File: src/rtl/sqw_pkg.sv
package sqw_pkg;

  typedef enum logic [1:0] {
    RS_1HZ  = 2'b00,
    RS_4K   = 2'b01,
    RS_8K   = 2'b10,
    RS_32K  = 2'b11
  } rate_e;

  typedef struct packed {
    logic  lvl;
    logic  en;
    rate_e rs;
  } sqw_cfg_t;

  localparam int unsigned NUM_RATES = 4;

  // prescaler bit that carries the wave for each rate code
  function automatic int unsigned tap_pos(input int unsigned code, input int unsigned cnt_w);
    case (code)
      3:       return 0;
      2:       return 2;
      1:       return 3;
      default: return cnt_w - 1;
    endcase
  endfunction

  function automatic logic [7:0] cfg_encode(input sqw_cfg_t c);
    return {c.lvl, 2'b00, c.en, 2'b00, c.rs};
  endfunction

  function automatic sqw_cfg_t cfg_decode(input logic [7:0] b);
    sqw_cfg_t c;
    c.lvl = b[7];
    c.en  = b[4];
    c.rs  = rate_e'(b[1:0]);
    return c;
  endfunction

endpackage

File: src/rtl/sqw_prescaler.sv
module sqw_prescaler
  import sqw_pkg::*;
#(
  parameter int unsigned CNT_W = 16
) (
  input  logic                 clk,
  input  logic                 rst_n,
  input  logic                 tick,
  output logic [NUM_RATES-1:0] tap_lvl,
  output logic [NUM_RATES-1:0] tap_flip
);

  logic [CNT_W-1:0] cnt_q;
  logic [CNT_W-1:0] cnt_d;

  always_comb begin
    cnt_d = cnt_q;
    if (tick) begin
      cnt_d = cnt_q + CNT_W'(1);
    end
  end

  always_ff @(posedge clk or negedge rst_n) begin
    if (!rst_n) begin
      cnt_q <= '0;
    end else begin
      cnt_q <= cnt_d;
    end
  end

  // one tap per rate code; a tap flips when every bit below it is set
  for (genvar r = 0; r < NUM_RATES; r++) begin : g_tap
    localparam int unsigned K = tap_pos(r, CNT_W);
    assign tap_lvl[r] = cnt_q[K];
    if (K == 0) begin : g_lsb
      assign tap_flip[r] = tick;
    end else begin : g_carry
      assign tap_flip[r] = tick & (&cnt_q[K-1:0]);
    end
  end


  cnt_hold_chk: assert property (@(posedge clk) disable iff (!rst_n)
    !tick |=> $stable(cnt_q));


  flip_needs_tick_chk: assert property (@(posedge clk) disable iff (!rst_n)
    (tap_flip != '0) |-> tick);

endmodule

File: src/rtl/sqw_cfg.sv
module sqw_cfg
  import sqw_pkg::*;
(
  input  logic                 clk,
  input  logic                 rst_n,
  input  logic                 we,
  input  logic [7:0]           wdata,
  input  logic [NUM_RATES-1:0] tap_flip,
  output sqw_cfg_t             sh_q,
  output sqw_cfg_t             act_q,
  output sqw_cfg_t             act_nxt
);

  sqw_cfg_t sh_d;
  logic     pending;
  logic     new_edge;
  logic     both_off;
  logic     commit;

  always_comb begin
    sh_d = sh_q;
    if (we) begin
      sh_d = cfg_decode(wdata);
    end
  end

  always_comb begin
    pending  = (sh_q != act_q);
    new_edge = tap_flip[sh_q.rs];
    both_off = !sh_q.en && !act_q.en;
    commit   = pending && (new_edge || both_off);
    act_nxt  = commit ? sh_q : act_q;
  end

  always_ff @(posedge clk or negedge rst_n) begin
    if (!rst_n) begin
      sh_q  <= '0;
      act_q <= '0;
    end else begin
      sh_q  <= sh_d;
      act_q <= act_nxt;
    end
  end


  act_on_edge_chk: assert property (@(posedge clk) disable iff (!rst_n)
    !$stable(act_q) |-> $past(new_edge || both_off));


  rsvd_ignore_chk: assert property (@(posedge clk) disable iff (!rst_n)
    (we && ((wdata & 8'h93) == cfg_encode(sh_q))) |=> $stable(sh_q));

endmodule

File: src/rtl/sqw_outstage.sv
module sqw_outstage
  import sqw_pkg::*;
(
  input  logic                 clk,
  input  logic                 rst_n,
  input  logic [NUM_RATES-1:0] tap_lvl,
  input  logic [NUM_RATES-1:0] tap_flip,
  input  sqw_cfg_t             act_q,
  input  sqw_cfg_t             act_nxt,
  output logic                 wave_q,
  output logic                 sec_q
);

  logic [NUM_RATES-1:0] tap_nxt;
  logic                 wave_d;
  logic                 sec_d;

  always_comb begin
    tap_nxt = tap_lvl ^ tap_flip;
    wave_d  = act_nxt.en ? tap_nxt[act_nxt.rs] : act_nxt.lvl;
    sec_d   = tap_flip[RS_1HZ] & tap_lvl[RS_1HZ];
  end

  always_ff @(posedge clk or negedge rst_n) begin
    if (!rst_n) begin
      wave_q <= 1'b0;
      sec_q  <= 1'b0;
    end else begin
      wave_q <= wave_d;
      sec_q  <= sec_d;
    end
  end


  sec_single_chk: assert property (@(posedge clk) disable iff (!rst_n)
    sec_q |=> !sec_q);


  sec_fall_chk: assert property (@(posedge clk) disable iff (!rst_n)
    (sec_q && act_q.en && (act_q.rs == RS_1HZ) &&
     $past(act_q.en && (act_q.rs == RS_1HZ))) |-> $fell(wave_q));


  lvl_hold_chk: assert property (@(posedge clk) disable iff (!rst_n)
    (!act_q.en && $stable(act_q)) |-> (wave_q == act_q.lvl));

endmodule

File: src/rtl/sqw_gen.sv
module sqw_gen
  import sqw_pkg::*;
#(
  parameter int unsigned CNT_W = 16
) (
  input  logic       clk,
  input  logic       rst_n,
  input  logic       ref_tick,
  input  logic       cfg_we,
  input  logic [7:0] cfg_wdata,
  output logic [7:0] cfg_rdata,
  output logic       sqw_pull_low,
  output logic       sec_strobe
);

  logic                 rst_meta;
  logic                 rst_sync;
  logic [NUM_RATES-1:0] tap_lvl;
  logic [NUM_RATES-1:0] tap_flip;
  sqw_cfg_t             sh_q;
  sqw_cfg_t             act_q;
  sqw_cfg_t             act_nxt;
  logic                 wave_q;

  always_ff @(posedge clk or negedge rst_n) begin
    if (!rst_n) begin
      rst_meta <= 1'b0;
      rst_sync <= 1'b0;
    end else begin
      rst_meta <= 1'b1;
      rst_sync <= rst_meta;
    end
  end

  sqw_prescaler #(.CNT_W(CNT_W)) u_presc (
    .clk      (clk),
    .rst_n    (rst_sync),
    .tick     (ref_tick),
    .tap_lvl  (tap_lvl),
    .tap_flip (tap_flip)
  );

  sqw_cfg u_cfg (
    .clk      (clk),
    .rst_n    (rst_sync),
    .we       (cfg_we),
    .wdata    (cfg_wdata),
    .tap_flip (tap_flip),
    .sh_q     (sh_q),
    .act_q    (act_q),
    .act_nxt  (act_nxt)
  );

  sqw_outstage u_out (
    .clk      (clk),
    .rst_n    (rst_sync),
    .tap_lvl  (tap_lvl),
    .tap_flip (tap_flip),
    .act_q    (act_q),
    .act_nxt  (act_nxt),
    .wave_q   (wave_q),
    .sec_q    (sec_strobe)
  );

  assign cfg_rdata    = cfg_encode(sh_q);
  assign sqw_pull_low = ~wave_q;


  rdata_rsvd_chk: assert property (@(posedge clk) disable iff (!rst_sync)
    (cfg_rdata & 8'h6C) == 8'h00);


  reset_pin_chk: assert property (@(posedge clk)
    !rst_sync |-> (sqw_pull_low && !sec_strobe));

endmodule

File: config.mk
export PLATFORM = sky130hd
export DESIGN_NAME = sqw_gen
export DESIGN_NICKNAME = d
export VERILOG_FILES = /design/src/rtl/sqw_pkg.sv /design/src/rtl/sqw_prescaler.sv /design/src/rtl/sqw_cfg.sv /design/src/rtl/sqw_outstage.sv /design/src/rtl/sqw_gen.sv
export SDC_FILE = /design/constraint.sdc
export NUM_CORES = 1
export LEC_CHECK = 0
export BUFFER_PORTS_ARGS = -buffer_cell sky130_fd_sc_hd__buf_2
export CELL_PAD_IN_SITES_DETAIL_PLACEMENT = 1
export CELL_PAD_IN_SITES_GLOBAL_PLACEMENT = 1
export CORE_MARGIN = 2
export CORE_UTILIZATION = 46
export CTS_BUF_LIST = sky130_fd_sc_hd__clkbuf_4 sky130_fd_sc_hd__clkbuf_8
export DETAILED_ROUTE_END_ITERATION = 16
export GPL_TIMING_DRIVEN = 0
export PLACE_DENSITY = 0.82
export SLEW_MARGIN = 20
export SYNTH_ARGS = -nofsm -noshare
export SYNTH_HDL_FRONTEND = slang
export SYNTH_SLANG_ARGS = --single-unit
File: constraint.sdc
create_clock -name clk -period 1 [get_ports clk]
set_clock_uncertainty 0.05 [all_clocks]
set_input_delay 0.25 -clock clk [delete_from_list [all_inputs] [get_ports clk]]
set_output_delay 0.25 -clock clk [all_outputs]
set_load 0.02 [all_outputs]
==> results.yml, run 1 <==
sta:
  final.setup.worst_slack_ns: -1.25
  hold_viol: 0
  hold_slack_ns: 0.0715
  max_freq_mhz: 445
  final_max_slew_viol_count: 0
  tightest_slew_ns: 0.571
  setup_viol: 27
  post-route-period-util_pct: 225
  fin_crit_ns: 2.25
  rsz0062_at_grt: "yes"
  relSlewSlack_pct: 61.9
synthesis:
  yosysSeqAreaShare_pct: 50.5
  synthTopCellsByArea: "dfrtp_1 (51%), xnor2_1 (6.3%), mux2_2 (5.7%)"
  post-synth-top-count-cell: "dfrtp_1"
  synthDistinctLibCells: 33
  ys.warnings.count: 0
  synth.top_cells.by_count: "dfrtp_1 (28), xnor2_1 (10), xor2_1 (8)"
  synth_top_area_share_pct: 50.5
  synth.avg_cell_area_um2: 11.8
  async_flop_share_pct: 100
  syn_inst: 117
  ys_seq_elements: 28
  synth_flop_cell: "dfrtp_1"
  synth_edf_count: 0
  synth.largest_area_cell: "dfrtp_1"
  netlist_area_um2: 1390
global_route:
  grt_pass1_wl_um: 5310
  grt_max_degree: 27
  antenna_found_initial: 0
  grt_overflow: 0
  first_global_vias: 1082
  grt_use_total_pct: 21.0
floorplan:
  die_width_um: 58.9
  num_rows: 19
  io_pins: 22
  coreArea_um2: 2810
  fp.dieArea_um2: 3470
  start_util_pct: 49.4
  die_h_um: 58.9
power_and_ir_drop:
  p_per_area_nw_per_um2: 2090
  leakagePower_nw: 0.858
  peakVddDrop_mv: 1.54
status:
  violations: "setup timing"
  status: "finished, violations left"
critical_path:
  crit_path_end_kind: "flip-flop"
  cp.required_ns: 1.18
  worst_setup_path_start_kind: "flip-flop"
  worstSetupPathType: "reg -> reg"
  arrival_ns: 2.43
  crit_fanout: 8
clock_network:
  clock_sinks: 28
  htree_num_levels: 1
  clk_latency_ns: 0.33
  tritoncts: "done"
  cts_max_path_buffers: 2
  cts.clk_slew.worst_paths_ns: 0.15
  cts_root_buffer: "clkbuf_4"
  cts_buffers: 3
cells_and_area:
  diodes: 0
  layout-drive-gt1-share_pct: 47.0
  synthToLayoutAreaGrowth_pct: 32.4
  final_cells: 180
  nets: 166
  finish.utilization_pct: 65.4
placement:
  io_buffers: 13
  dpl.hpwl_um: 2070
  dp.cells: 164
  place.gp.congestion: 0.774
detailed_routing:
  drt_wl_total_um: 3500
  ant_nets: 0
  via_per_inst: 5.66
  drt_pass1_iterations: 5
  vias: 1018
  first_iter_violations: 20
  wl_per_cell_um: 19.4
  remaining_drc_errors: 0
hold_path:
  hold_path.class: "in -> reg"
job:
  max_cap_violations: 0
[registers in the layout (all words and copies together), names as in the netlist]
signal and flops:
rst_meta 1, u_out.wave_q 1, u_presc.cnt_q 16, u_cfg.sh_q 4, u_out.sec_q 1, u_cfg.act_q 4, rst_sync 1
[final timing paths]
check / from / end / slack [ns] / depth (start not counted)
max in group asynchronous: rst_sync$_DFF_PN0_ / u_cfg.sh_q[0]$_DFFE_PN0P_ / 0.28 / 0
worst max register to register: u_cfg.sh_q[1]$_DFFE_PN0P_ / u_out.wave_q$_DFF_PN0_ / -1.25 / 6
worst min-delay path: cfg_wdata[4] / u_cfg.sh_q[2]$_DFFE_PN0P_ / 0.07 / 3
worst max-delay path: u_cfg.sh_q[1]$_DFFE_PN0P_ / u_out.wave_q$_DFF_PN0_ / -1.25 / 6
min in group asynchronous: rst_n / rst_sync$_DFF_PN0_ / 0.15 / 2
worst min register to register: rst_sync$_DFF_PN0_ / u_presc.cnt_q[5]$_DFFE_PN0P_ / 0.22 / 0
[repair_timing]
action | 4_1_cts | 5_1_grt
hold buffers | 1 | 0
endpoints found under the setup margin | 53 | 27
gates resized for setup | 17 | 11
pin swaps | 10 | 5
hold endpoints to repair | 2 | 0
setup buffers | 8 | 4
[critical path, stage by stage (launching register included)]
cell and delay [ns]:
dfrtp_2 0.45, buf_6 0.15, or4_1 0.52, o221ai_2 0.24
mux2i_1 0.29, mux2i_1 0.16, mux2_4 0.28
[kinds of logic (layout without fill, tap and decap cells)]
logic type | Yosys count | in the layout | synth area share [%]
AOI/OAI and AO/OA | 11 | 11 | 5.69
muxes | 10 | 10 | 7.85
buffers and inverters | 11 | 40 | 4.51
DFF | 28 | 28 | 50.5
adders and majority gates | 4 | 4 | 3.61
and+or+nand+nor | 33 | 33 | 15.9
xor gates and xnor gates | 18 | 18 | 11.4
other | 2 | 5 | 0.542
[per-layer routing]
metal / GRT usage [%] / part of all wire (%)
met5: 0 / 0
met4: 10.7 / 3.0
met3: 2.20 / 2.7
met2: 37.8 / 53
met1: 24.6 / 42
[layout by cell type (no fill, tap or decap), drive strengths merged, types with 4 or more instances in the layout]
cell type | netlist | final
buf | 7 | 31
clkbuf | 0 | 4
conb | 2 | 5
dfrtp | 28 | 28
ha | 4 | 4
inv | 4 | 4
mux2 | 7 | 7
nand2 | 6 | 6
nand4 | 7 | 7
nor2 | 4 | 4
o21ai | 4 | 4
xnor2 | 10 | 10
xor2 | 8 | 8
[power breakdown]
part,internal [mW],switching (mW),total [mW]
logic,0.878,0.750,1.63
registers,1.38,0.295,1.67
clock network,0.184,0.343,0.527
[area by class of cell]
type | count | area, µm²
timing repair buffer | 25 | 208
sequential | 28 | 706
buffer | 7 | 53.8
inverter | 4 | 15.0
fill | 276 | 970
clock buffer | 4 | 30.0
multi-input combinational | 81 | 785
tap | 31 | 38.8
[through the flow]
step	total power [mW]	worst slack [ns]	TNS, ns	instance area, µm²
2_1_floorplan	2.64	-1.06	-7.09	1510
3_3_place_gp	2.84	-1.13	-14.61	1620
3_5_place_dp	2.91	-1.23	-16.81	1620
4_1_cts	3.63	-1.09	-16.57	1780
5_1_grt	4.03	-1.28	-14.30	1840
6_report	3.83	-1.25	-12.88	1840
No activity file was read; power rests on OpenSTA's default activity.
==> inputs of run 2 (changes only) <==
- ABC_AREA: not set -> 1
- CORE_UTILIZATION: 46 -> 44
==> results.yml, run 2 <==
clock_network:
  htree_num_levels: 1
  cts_max_path_buffers: 2
  clock_sinks: 28
  cts.clk_slew.worst_paths_ns: 0.16
  tritoncts: "done"
  clk_latency_ns: 0.36
  cts_buffers: 3
  cts_root_buffer: "clkbuf_4"
detailed_routing:
  first_iter_violations: 39
  ant_nets: 0
  wl_per_cell_um: 18.9
  vias: 1207
  drt_pass1_iterations: 4
  via_per_inst: 4.97
  remaining_drc_errors: 0
  drt_wl_total_um: 4600
hold_path:
  whs_path_depth: 3
  holdPathEnd: "u_cfg.sh_q[3]$_DFFE_PN0P_"
  hp-start: "cfg_wdata[7]"
  hold_path.class: "in -> reg"
cells_and_area:
  nets: 216
  largest_register: "u_presc.cnt_q"
  finish.utilization_pct: 68.0
  final_cell_mix: "dfrtp_1 (25), buf_4 (23), inv_1 (20)"
  diodes: 0
  final_common_cell: "dfrtp_1"
  biggestRegsByFlops: "u_presc.cnt_q (16), u_cfg.act_q (4), u_cfg.sh_q (4)"
  largest_register_ffs: 16
  synthToLayoutAreaGrowth_pct: 47.9
  layout-drive-gt1-share_pct: 48.7
  final_cells: 243
  final_area_um2: 2070
critical_path:
  crit_path_frequent_cell: "nand2_2"
  cp_slowest_cell: "dfrtp_1"
  r2r_setup_slack_ns: -0.94
  crit_fanout: 4
  cp_slowest_stage_delay_ns: 0.45
  cp-startpoint: "u_presc.cnt_q[8]$_DFFE_PN0P_"
  arrival_ns: 2.15
  cp.required_ns: 1.21
  crit_path_end_kind: "flip-flop"
  ff2ff_path_depth: 13
  worst-path-buf-inv: 1
  worst_setup_path_start_kind: "flip-flop"
  crit_chain: "nand2_2, inv_2, nand2_2, nor2_4, nand3_2, nand2_2, nand2_4, nand2_8, nand3_1, nand2_2, nand3_2, nand3_2, nand2_1"
  worstSetupPathType: "reg -> reg"
  timing.rr.start: "u_presc.cnt_q[8]$_DFFE_PN0P_"
  r2r_end: "u_out.wave_q$_DFF_PN0_"
  cp_top_family: "simple AND/OR/NAND/NOR gates"
floorplan:
  io_pins: 22
  fp.dieArea_um2: 3660
  num_rows: 20
  coreArea_um2: 3050
  die_width_um: 60.5
  die_h_um: 60.5
  start_util_pct: 45.9
sta:
  relSlewSlack_pct: 62.1
  setup_viol: 27
  max_freq_mhz: 515
  final.setup.worst_slack_ns: -0.942
  tightest_slew_ns: 0.568
  final_max_slew_viol_count: 0
  hold_slack_ns: 0.0495
  hold_viol: 0
  fin_crit_ns: 1.94
  rsz0062_at_grt: "yes"
  post-route-period-util_pct: 194
  tns_ns: -13.14
power_and_ir_drop:
  peakVddDrop_mv: 1.49
  p_per_area_nw_per_um2: 2060
  finalPower_mw: 4.28
  leakagePower_nw: 1.07
global_route:
  first_global_vias: 1285
  grt_pass1_wl_um: 5920
  grt_use_total_pct: 22.1
  grt_max_degree: 27
  antenna_found_initial: 0
  grt_overflow: 0
synthesis:
  netlist_area_um2: 1400
  async_flop_share_pct: 100
  synthDistinctLibCells: 27
  synth_top_area_share_pct: 50.0
  synthTopCellsByArea: "dfrtp_1 (50%), nand2_1 (7.8%), xor2_1 (7.5%)"
  ys_seq_elements: 28
  synth.top_cells.by_count: "nand2_1 (29), dfrtp_1 (28), inv_1 (23)"
  synth_edf_count: 0
  synth_flop_cell: "dfrtp_1"
  ys.warnings.count: 0
  synth.avg_cell_area_um2: 9.11
  yosysSeqAreaShare_pct: 50.0
  syn_inst: 154
  post-synth-top-count-cell: "nand2_1"
  synth.largest_area_cell: "dfrtp_1"
status:
  status: "finished, violations left"
  violations: "setup timing"
placement:
  pre_cts_slack_ns: -0.852
  place.gp.congestion: 0.744
  dpl.hpwl_um: 2160
  dpl_cell_area_um2: 1580
  io_buffers: 13
  dp.cells: 214
job:
  max_cap_violations: 0
## run 2: cell count changes after synthesis, moves of 3 or more
cell | before | now
inv_1 | 4 | 23
mux2_2 | 7 | 0
mux2i_1 | 3 | 0
nand2_1 | 6 | 29
nand2_2 | 0 | 4
nand2_4 | 0 | 3
nand3_1 | 3 | 12
nand4_1 | 5 | 1
nor2_1 | 4 | 8
o31ai_1 | 3 | 0
xnor2_1 | 10 | 3
xor2_1 | 8 | 12
## run 2: timing repair
item | in CTS | in global routing
pin swaps | 16 | 15
hold buffers | 1 | 0
endpoints found under the hold margin | 2 | 0
setup buffers | 16 | 10
setup endpoints to repair | 52 | 26
gates resized for setup | 37 | 32
## run 2: how the worst max path moves through the flow
stage,end,depth (start not counted)
4_1_cts,u_out.wave_q$_DFF_PN0_,14
6_report,u_out.wave_q$_DFF_PN0_,13
3_3_place_gp,u_out.wave_q$_DFF_PN0_,12
2_1_floorplan,u_out.wave_q$_DFF_PN0_,10
3_5_place_dp,u_out.wave_q$_DFF_PN0_,14
5_1_grt,u_out.wave_q$_DFF_PN0_,13
## run 2: cell families after synthesis
group / after synthesis / synth area share, %
simple gates: 62 / 21.9
compound gates: 14 / 5.89
other cells: 2 / 0.535
xor+xnor: 15 / 9.37
buf+inv: 29 / 8.83
fa+ha+maj: 4 / 3.57
flops: 28 / 50.0
## run 2: final cells by class
type | instances | area [µm²]
fillers | 338 | 978
repair buffers | 38 | 312
well taps | 44 | 55.1
plain buffers | 4 | 30.0
inverters | 25 | 96.3
clock buffers | 4 | 36.3
flip-flops and latches | 28 | 704
multi-input cells | 100 | 841
## run 2: worst min-delay path, stage by stage
cell and delay, ns:
buf_2 0.08, nand2_1 0.04, o21ai_0 0.06
## run 2: layer usage
layer  share of wire (%)  vias up  track usage, %
met5                   0        -               0
met4                 2.8        0            9.63
met3                 2.2       12            2.77
met2                  54       20            40.1
met1                  41      614            26.2
li1                    -      561               -
## run 2: power by group
group          switching (mW)  total, mW  internal, mW
combinational            1.16       2.02         0.853
clock                   0.381      0.606         0.224
sequential              0.289       1.66          1.37
==> inputs of run 3 (changes only) <==
- CORE_UTILIZATION: 44 -> 42
- CTS_BUF_LIST: sky130_fd_sc_hd__clkbuf_4 sky130_fd_sc_hd__clkbuf_8 -> not set
- PLACE_DENSITY: 0.82 -> 0.79
==> results.yml, run 3 (synthesized netlist as in run 2, its figures left out) <==
critical_path:
  cp_slowest_stage_delay_ns: 0.43
  crit_path_end_kind: "flip-flop"
  crit_fanout: 3
  worst_setup_path_start_kind: "flip-flop"
  crit_chain: "ha_4, nand2_4, inv_4, nand2_4, nor2_4, buf_4, inv_2, nor2_4, ha_2, nand3_1, nand3_1, nand3_2, nand2_1"
  worstSetupPathType: "reg -> reg"
  r2r_setup_slack_ns: -0.91
  worst-path-buf-inv: 3
  cp-startpoint: "u_presc.cnt_q[0]$_DFFE_PN0P_"
  cp_top_family: "simple AND/OR/NAND/NOR gates"
  timing.rr.start: "u_presc.cnt_q[0]$_DFFE_PN0P_"
  cp.required_ns: 1.21
  arrival_ns: 2.12
  cp_slowest_cell: "dfrtp_1"
cells_and_area:
  final_cell_mix: "nand2_1 (24), dfrtp_1 (24), inv_1 (20), buf_4 (20), xor2_1 (12)"
  final_cells: 237
  diodes: 0
  synthToLayoutAreaGrowth_pct: 40.0
  layout-drive-gt1-share_pct: 43.0
  largest_register_ffs: 16
  nets: 210
  biggestRegsByFlops: "u_presc.cnt_q (16), u_cfg.act_q (4), u_cfg.sh_q (4)"
  largest_register: "u_presc.cnt_q"
  finish.utilization_pct: 63.3
  final_area_um2: 1960
sta:
  final.setup.worst_slack_ns: -0.911
  hold_slack_ns: 0.0551
  relSlewSlack_pct: 60.8
  fin_crit_ns: 1.91
  post-route-period-util_pct: 191
  final_max_slew_viol_count: 0
  max_freq_mhz: 523
  rsz0062_at_grt: "yes"
  tns_ns: -11.74
  tightest_slew_ns: 0.588
  setup_viol: 26
  hold_viol: 0
floorplan:
  start_util_pct: 45.2
  die_h_um: 61.8
  die_width_um: 61.8
  io_pins: 22
  coreArea_um2: 3100
  fp.dieArea_um2: 3820
  num_rows: 20
hold_path:
  hp-start: "cfg_wdata[7]"
  hold_path.class: "in -> reg"
clock_network:
  tritoncts: "done"
  clock_sinks: 28
  cts_buffers: 3
  cts.clk_slew.worst_paths_ns: 0.17
  cts_root_buffer: "clkbuf_4"
  htree_num_levels: 1
  cts_max_path_buffers: 2
  clk_latency_ns: 0.34
status:
  status: "finished, violations left"
  violations: "setup timing"
power_and_ir_drop:
  peakVddDrop_mv: 1.39
  leakagePower_nw: 1.03
  p_per_area_nw_per_um2: 2070
  finalPower_mw: 4.07
detailed_routing:
  vias: 1156
  wl_per_cell_um: 16.5
  ant_nets: 0
  remaining_drc_errors: 0
  drt_wl_total_um: 3900
  via_per_inst: 4.88
  first_iter_violations: 30
  drt_pass1_iterations: 4
global_route:
  antenna_found_initial: 0
  grt_overflow: 0
  grt_max_degree: 27
  grt_use_total_pct: 19.5
  first_global_vias: 1214
  grt_pass1_wl_um: 5460
placement:
  io_buffers: 13
  dp.cells: 214
  dpl.hpwl_um: 2200
  pre_cts_slack_ns: -0.852
  dpl_cell_area_um2: 1580
  place.gp.congestion: 0.761
job:
  max_cap_violations: 0
[run 3: tightest hold or removal path, delay by kind of cell]
family / cells / cell delay, ns
and+or+nand+nor: 1 / 0.04
buffers and inverters: 1 / 0.08
AOI/OAI and AO/OA: 1 / 0.06
[run 3: where the power goes]
| group | total (mW) | internal [mW] | switching, mW | leakage, nW |
|---|---|---|---|---|
| Clock | 0.786 | 0.405 | 0.380 | 0.0279 |
| Sequential | 1.64 | 1.37 | 0.267 | 0.351 |
| Combinational | 1.65 | 0.685 | 0.963 | 0.649 |
[run 3: final timing paths]
check | end | depth (start not counted)
min in group asynchronous | rst_sync$_DFF_PN0_ | 2
worst max register to register | u_out.wave_q$_DFF_PN0_ | 13
worst min-delay path | u_cfg.sh_q[3]$_DFFE_PN0P_ | 3
worst min register to register | u_presc.cnt_q[5]$_DFFE_PN0P_ | 0
worst max-delay path | u_out.wave_q$_DFF_PN0_ | 13
max in group asynchronous | u_cfg.sh_q[2]$_DFFE_PN0P_ | 0
[run 3: per-layer routing]
metal	GRT usage (%)	wire length (µm)
met5	0	0
met4	5.47	65
met3	1.86	74
met2	37.1	2250
met1	23.1	1520
[run 3: final cells by class]
class                           count  area [µm²]
Tap cell                           44        55.1
Multi-Input combinational cell    100         774
Buffer                              4        30.0
Fill cell                         345        1140
Clock buffer                        3        22.5
Timing Repair Buffer               32         249
Inverter                           25        96.3
Clock inverter                      1        30.0
Sequential cell                    28         706
[run 3: repair_timing]
action / 4_1_cts / 5_1_grt
setup endpoints to repair: 52 / 26
resized for setup: 28 / 21
pin swaps: 7 / 13
hold endpoints to repair: 2 / 0
hold buffers: 1 / 0
setup buffers: 9 / 10
